**src/rtl/wol_pkg.sv**
```systemverilog
`timescale 1ns/1ps
package wol_pkg;
    localparam int BYTE_W = 8;
    localparam logic [BYTE_W-1:0] SYNC_BYTE = 8'hFF;

    typedef enum logic [1:0] {
        MS_HUNT = 2'd0,
        MS_SYNC = 2'd1,
        MS_COPY = 2'd2
    } match_state_e;
endpackage

```
**src/rtl/wol_dst_check.sv**
```systemverilog
`timescale 1ns/1ps
module wol_dst_check
    import wol_pkg::*;
#(
    parameter int ADDR_BYTES = 6,
    parameter int HDR_BYTES  = 12
) (
    input  logic                        clk,
    input  logic                        rst_n,
    input  logic [ADDR_BYTES*BYTE_W-1:0] node_id,
    input  logic                        rx_valid,
    input  logic [BYTE_W-1:0]           rx_data,
    input  logic                        rx_sof,
    input  logic                        rx_eof,
    output logic                        frame_byte,
    output logic                        payload_byte,
    output logic                        dst_ok
);
    localparam int POS_W = $clog2(HDR_BYTES + 1);
    localparam logic [POS_W-1:0] POS_ADDR_END = POS_W'(ADDR_BYTES);
    localparam logic [POS_W-1:0] POS_HDR_END  = POS_W'(HDR_BYTES);

    typedef struct packed {
        logic             in_frame;
        logic [POS_W-1:0] pos;
        logic             grp;
        logic             eq;
    } hdr_state_t;

    hdr_state_t s_d, s_q;
    logic [BYTE_W-1:0] exp_byte;

    // node ID byte expected at the current address position
    always_comb begin
        exp_byte = '0;
        for (int i = 0; i < ADDR_BYTES; i++) begin
            if (s_q.pos == POS_W'(i)) begin
                exp_byte = node_id[(ADDR_BYTES-1-i)*BYTE_W +: BYTE_W];
            end
        end
    end

    always_comb begin
        s_d = s_q;
        frame_byte   = rx_valid && (rx_sof || s_q.in_frame);
        payload_byte = rx_valid && !rx_sof && s_q.in_frame && (s_q.pos == POS_HDR_END);
        dst_ok       = !(rx_valid && rx_sof) && (s_q.pos >= POS_ADDR_END) && (s_q.grp || s_q.eq);

        if (rx_valid) begin
            if (rx_sof) begin
                s_d.in_frame = !rx_eof;
                s_d.pos      = POS_W'(1);
                s_d.grp      = rx_data[0];
                s_d.eq       = (rx_data == node_id[ADDR_BYTES*BYTE_W-1 -: BYTE_W]);
            end else if (s_q.in_frame) begin
                if (s_q.pos < POS_ADDR_END) begin
                    s_d.eq = s_q.eq && (rx_data == exp_byte);
                end
                if (s_q.pos < POS_HDR_END) begin
                    s_d.pos = s_q.pos + 1'b1;
                end
                if (rx_eof) begin
                    s_d.in_frame = 1'b0;
                end
            end
        end
    end

    always_ff @(posedge clk or negedge rst_n) begin
        if (!rst_n) begin
            s_q <= '0;
        end else begin
            s_q <= s_d;
        end
    end
endmodule

```
**src/rtl/wol_pattern_match.sv**
```systemverilog
`timescale 1ns/1ps
module wol_pattern_match
    import wol_pkg::*;
#(
    parameter int ADDR_BYTES = 6,
    parameter int SYNC_LEN   = 6,
    parameter int COPIES     = 16
) (
    input  logic                        clk,
    input  logic                        rst_n,
    input  logic [ADDR_BYTES*BYTE_W-1:0] node_id,
    input  logic                        clear,
    input  logic                        byte_en,
    input  logic [BYTE_W-1:0]           rx_data,
    output logic                        found,
    output logic                        found_q
);
    localparam int SYNC_W = $clog2(SYNC_LEN + 1);
    localparam int BIDX_W = (ADDR_BYTES > 1) ? $clog2(ADDR_BYTES) : 1;
    localparam int COPY_W = (COPIES > 1) ? $clog2(COPIES) : 1;
    localparam logic [SYNC_W-1:0] SYNC_LAST = SYNC_W'(SYNC_LEN - 1);
    localparam logic [BIDX_W-1:0] BIDX_LAST = BIDX_W'(ADDR_BYTES - 1);
    localparam logic [COPY_W-1:0] COPY_LAST = COPY_W'(COPIES - 1);

    typedef struct packed {
        match_state_e      st;
        logic [SYNC_W-1:0] ff_cnt;
        logic [BIDX_W-1:0] bidx;
        logic [COPY_W-1:0] cidx;
        logic              found;
    } match_state_t;

    match_state_t s_d, s_q;
    logic [BYTE_W-1:0] exp_byte;
    logic is_ff, id_ok, adv, hit;

    // node ID byte expected at the current position inside a copy
    always_comb begin
        exp_byte = '0;
        for (int i = 0; i < ADDR_BYTES; i++) begin
            if (s_q.bidx == BIDX_W'(i)) begin
                exp_byte = node_id[(ADDR_BYTES-1-i)*BYTE_W +: BYTE_W];
            end
        end
    end

    always_comb begin
        s_d   = s_q;
        adv   = 1'b0;
        hit   = 1'b0;
        is_ff = (rx_data == SYNC_BYTE);
        id_ok = (rx_data == exp_byte);

        if (clear) begin
            s_d.st     = MS_HUNT;
            s_d.ff_cnt = '0;
            s_d.bidx   = '0;
            s_d.cidx   = '0;
            s_d.found  = 1'b0;
        end else if (byte_en) begin
            unique case (s_q.st)
                MS_HUNT: begin
                    if (is_ff) begin
                        if (s_q.ff_cnt == SYNC_LAST) begin
                            s_d.st     = MS_SYNC;
                            s_d.ff_cnt = '0;
                            s_d.bidx   = '0;
                            s_d.cidx   = '0;
                        end else begin
                            s_d.ff_cnt = s_q.ff_cnt + 1'b1;
                        end
                    end else begin
                        s_d.ff_cnt = '0;
                    end
                end
                MS_SYNC: begin
                    if (id_ok) begin
                        s_d.st = MS_COPY;
                        adv    = 1'b1;
                    end else if (!is_ff) begin
                        s_d.st = MS_HUNT;
                    end
                end
                MS_COPY: begin
                    if (id_ok) begin
                        adv = 1'b1;
                    end else begin
                        s_d.st     = MS_HUNT;
                        s_d.ff_cnt = is_ff ? SYNC_W'(1) : '0;
                        s_d.bidx   = '0;
                        s_d.cidx   = '0;
                    end
                end
                default: s_d.st = MS_HUNT;
            endcase

            if (adv) begin
                if (s_q.bidx == BIDX_LAST) begin
                    s_d.bidx = '0;
                    if (s_q.cidx == COPY_LAST) begin
                        hit       = 1'b1;
                        s_d.found = 1'b1;
                        s_d.st    = MS_HUNT;
                        s_d.cidx  = '0;
                    end else begin
                        s_d.cidx = s_q.cidx + 1'b1;
                    end
                end else begin
                    s_d.bidx = s_q.bidx + 1'b1;
                end
            end
        end

        found   = !clear && (s_q.found || hit);
        found_q = s_q.found;
    end

    always_ff @(posedge clk or negedge rst_n) begin
        if (!rst_n) begin
            s_q <= '0;
        end else begin
            s_q <= s_d;
        end
    end
endmodule

```
**src/rtl/wol_magic_detect.sv**
```systemverilog
`timescale 1ns/1ps
module wol_magic_detect
    import wol_pkg::*;
#(
    parameter int ADDR_BYTES = 6,
    parameter int SYNC_LEN   = 6,
    parameter int COPIES     = 16
) (
    input  logic        clk,
    input  logic        rst_n,
    input  logic        en_magic,
    input  logic        en_pm,
    input  logic [47:0] node_id,
    input  logic        rx_valid,
    input  logic [7:0]  rx_data,
    input  logic        rx_sof,
    input  logic        rx_eof,
    input  logic        rx_err,
    output logic        wake_pulse
);
    localparam int HDR_BYTES = 2 * ADDR_BYTES;

    typedef struct packed {
        logic wake;
    } top_state_t;

    top_state_t s_d, s_q;
    logic frame_byte, payload_byte, dst_ok;
    logic pat_found, pat_found_q;
    logic sof_byte;

    assign sof_byte = rx_valid && rx_sof;

    wol_dst_check #(
        .ADDR_BYTES (ADDR_BYTES),
        .HDR_BYTES  (HDR_BYTES)
    ) u_dst (
        .clk          (clk),
        .rst_n        (rst_n),
        .node_id      (node_id),
        .rx_valid     (rx_valid),
        .rx_data      (rx_data),
        .rx_sof       (rx_sof),
        .rx_eof       (rx_eof),
        .frame_byte   (frame_byte),
        .payload_byte (payload_byte),
        .dst_ok       (dst_ok)
    );

    wol_pattern_match #(
        .ADDR_BYTES (ADDR_BYTES),
        .SYNC_LEN   (SYNC_LEN),
        .COPIES     (COPIES)
    ) u_match (
        .clk      (clk),
        .rst_n    (rst_n),
        .node_id  (node_id),
        .clear    (sof_byte),
        .byte_en  (payload_byte),
        .rx_data  (rx_data),
        .found    (pat_found),
        .found_q  (pat_found_q)
    );

    always_comb begin
        s_d.wake = frame_byte && rx_eof && !rx_err && en_magic && en_pm
                   && dst_ok && pat_found;
    end

    always_ff @(posedge clk or negedge rst_n) begin
        if (!rst_n) begin
            s_q <= '0;
        end else begin
            s_q <= s_d;
        end
    end

    assign wake_pulse = s_q.wake;
endmodule

```
**config.mk**
```make
export PLATFORM = sky130hd
export DESIGN_NAME = wol_magic_detect
export DESIGN_NICKNAME = d
export VERILOG_FILES = /design/src/rtl/wol_pkg.sv /design/src/rtl/wol_dst_check.sv /design/src/rtl/wol_pattern_match.sv /design/src/rtl/wol_magic_detect.sv
export SDC_FILE = /design/constraint.sdc
export NUM_CORES = 1
export LEC_CHECK = 0
export CORE_MARGIN = 3
export CORE_UTILIZATION = 45
export DETAILED_ROUTE_END_ITERATION = 8
export DONT_BUFFER_PORTS = 1
export SLEW_MARGIN = 20
export SYNTH_ARGS = -nofsm -noshare
export SYNTH_HDL_FRONTEND = slang
export SYNTH_SLANG_ARGS = --single-unit
```
**constraint.sdc**
```tcl
create_clock -name clk -period 5.2 [get_ports clk]
set_clock_uncertainty 0.05 [all_clocks]
set_input_delay 1.56 -clock clk [delete_from_list [all_inputs] [get_ports clk]]
set_output_delay 1.56 -clock clk [all_outputs]
set_load 0.03 [all_outputs]
```
==> flow_summary.json <==
{
  "period_share": 0.748,
  "cts_root_buf": "clkbuf_8",
  "antenna_found_initial": 0,
  "worstHoldPathType": "reg2reg",
  "cts_setup_buffers": 0,
  "synth_fp_nets": 478,
  "io_buffers": 0,
  "overflow": 0,
  "start_kind": "flop",
  "ios": 65,
  "drt_wl_total_mm": 9.07,
  "num_rows": 29,
  "power.density_nw_per_um2": 167,
  "initial_core_util": 0.474,
  "worst-path-max-fanout": 31,
  "post-route-util": 0.473,
  "async_flop_share": 1.00,
  "grt_pass1_wl_mm": 14.6,
  "crit_arrival_ns": 4.00,
  "syn_area_um2": 3060,
  "grt_pass1_vias": 2976,
  "required_ns": 5.31,
  "hold_viol": 0,
  "dp.cells": 448,
  "nets": 450,
  "whs_path_depth": 1,
  "ff2ff_path_depth": 11,
  "synth.avg_cell_area_um2": 7.57,
  "yosysWarnings": 0,
  "seq_area_frac_synth": 0.172,
  "coreArea_um2": 6460,
  "htreeDepth": 1,
  "tns_ns": 0,
  "tightest_slew_ns": 1.04,
  "drive_gt1_frac": 0.0720,
  "place_congestion": 0.866,
  "ctsHoldBuffers": 0,
  "synthToLayoutAreaGrowth_pct": -0.123,
  "cap_violations": 0,
  "dieArea_um2": 7820,
  "crit_path_end_kind": "flop",
  "vias": 3035,
  "finalSetupViolCount": 0,
  "max_slew_margin": 0.306,
  "power_w": 0.000510,
  "slew_violations": 0,
  "via_per_inst": 6.71,
  "cts_resized": 0,
  "clk_latency_ns": 0.27,
  "post_drt_wl_per_cell_um": 20.1,
  "firstDrtPassIters": 5,
  "diodes": 0,
  "drt_iter0_drc": 187,
  "synth_edf_count": 0,
  "grt_usage": 0.236,
  "synthFlopType": "dfrtp_1",
  "clockBufferDepth": 2,
  "cts-buffers-inserted": 3,
  "tritoncts": "done",
  "final_cell_mix": "nand2_1 (52), o21ai_0 (24), a21oi_1 (22)",
  "cts.reportedPaths.clkPinSlew_ns": 0.08,
  "drtAntennaViolNets": 0,
  "leakagePower_nw": 1.13,
  "die_w_um": 88.5,
  "layout_commonest_cell": "nand2_1",
  "num-fill-cells": 646,
  "drcViolationCount": 0,
  "cts_sinks": 21,
  "irDropWorstVdd_mv": 0.0831,
  "status": "complete, no violations",
  "ys_seq_elements": 21,
  "final_cells": 452,
  "dieHeight_um": 88.5,
  "dpl.hpwl_mm": 6.87,
  "grt_start_max_net_pins": 33,
  "rsz0062_at_grt": "false",
  "fmax_ghz": 0.257,
  "crit_type": "reg2reg",
  "synth_cell_types": 72,
  "min_period_ns": 3.89,
  "synthCells": 404
}
final cells by class:
type / instances / area (um2) / area share
Tap cell: 77 / 96.3 / 0.0315
Inverter: 18 / 67.6 / 0.0221
Multi-Input combinational cell: 331 / 2310 / 0.757
Clock buffer: 4 / 45.0 / 0.0147
Sequential cell: 21 / 526 / 0.172
Timing Repair Buffer: 1 / 7.51 / 0.00246
flip-flops by register name, summed over array words and instances (netlist names):
signal,flops
wake_pulse,1
u_match.found_q,1
u_match.s_q,12
u_dst.s_q,7
final timing paths:
path | start | endpoint | slack, ns
max | u_match.s_q[5] | u_match.s_q[11] | 1.31
min | u_match.s_q[4] | u_match.s_q[4] | 0.48
max reg2reg | u_match.s_q[5] | u_match.s_q[11] | 1.31
min reg2reg | u_match.s_q[4] | u_match.s_q[4] | 0.48
max in group asynchronous | rst_n | u_dst.s_q[5] | 4.10
min in group asynchronous | rst_n | u_match.s_q[9] | 0.93
metal layers:
layer | wire length [um] | vias to the layer above | track usage
li1 | - | 1436 | -
met1 | 3930 | 1486 | 0.306
met2 | 4380 | 97 | 0.410
met3 | 506 | 16 | 0.0242
met4 | 241 | 0 | 0.0755
met5 | 0 | - | 0
per-stage QoR:
stage / setup slack [ns] / hold WS, ns / instance area (um2)
4_1_cts: 1.32 / 0.477 / 3060
2_1_floorplan: 1.43 / 0.395 / 3060
3_3_place_gp: 1.32 / 0.450 / 3010
6_report: 1.31 / 0.477 / 3060
3_5_place_dp: 1.24 / 0.459 / 3010
5_1_grt: 0.974 / 0.507 / 3060
synth_stat cells (all sizes together) (9+ instances only):
| library cell | n | area, um2 |
|---|---|---|
| a211oi | 10 | 80.1 |
| a21oi | 23 | 119 |
| clkbuf | 26 | 97.6 |
| dfrtp | 21 | 526 |
| ha | 10 | 125 |
| inv | 18 | 67.6 |
| mux2i | 13 | 143 |
| nand2 | 52 | 195 |
| nand3 | 11 | 55.1 |
| nand3b | 9 | 67.6 |
| nor2 | 21 | 86.3 |
| nor2b | 14 | 87.6 |
| o211ai | 9 | 67.6 |
| o21ai | 24 | 120 |
| xnor2 | 13 | 114 |
power breakdown:
group / switching [W] / internal [W] / total [W] / leakage [nW]
clock: 0.0000571 / 0.0000548 / 0.000112 / 0.0228
sequential: 0.0000132 / 0.000169 / 0.000182 / 0.285
combinational: 0.000123 / 0.0000933 / 0.000216 / 0.818
critical path, cell delays in order, from the launching register on:
cell	delay, ns
dfrtp_1	0.36
buf_4	0.25
and2_1	0.21
ha_1	0.44
or4b_1	0.60
o221ai_1	0.25
a22o_1	0.17
o211ai_1	0.12
or3_1	0.56
nor3_2	0.31
nor4b_1	0.09
o32a_1	0.35
cell families after synthesis:
| logic type | share of synthesized area |
|---|---|
| AND/OR/NAND/NOR | 0.273 |
| multiplexers | 0.0699 |
| buffers and inverters | 0.0720 |
| adder cells (fa/ha/maj) | 0.0409 |
| XOR/XNOR | 0.0544 |
| flip-flops | 0.172 |
| AO/OA/AOI/OAI | 0.318 |
Power figures use the tool's default switching activity.
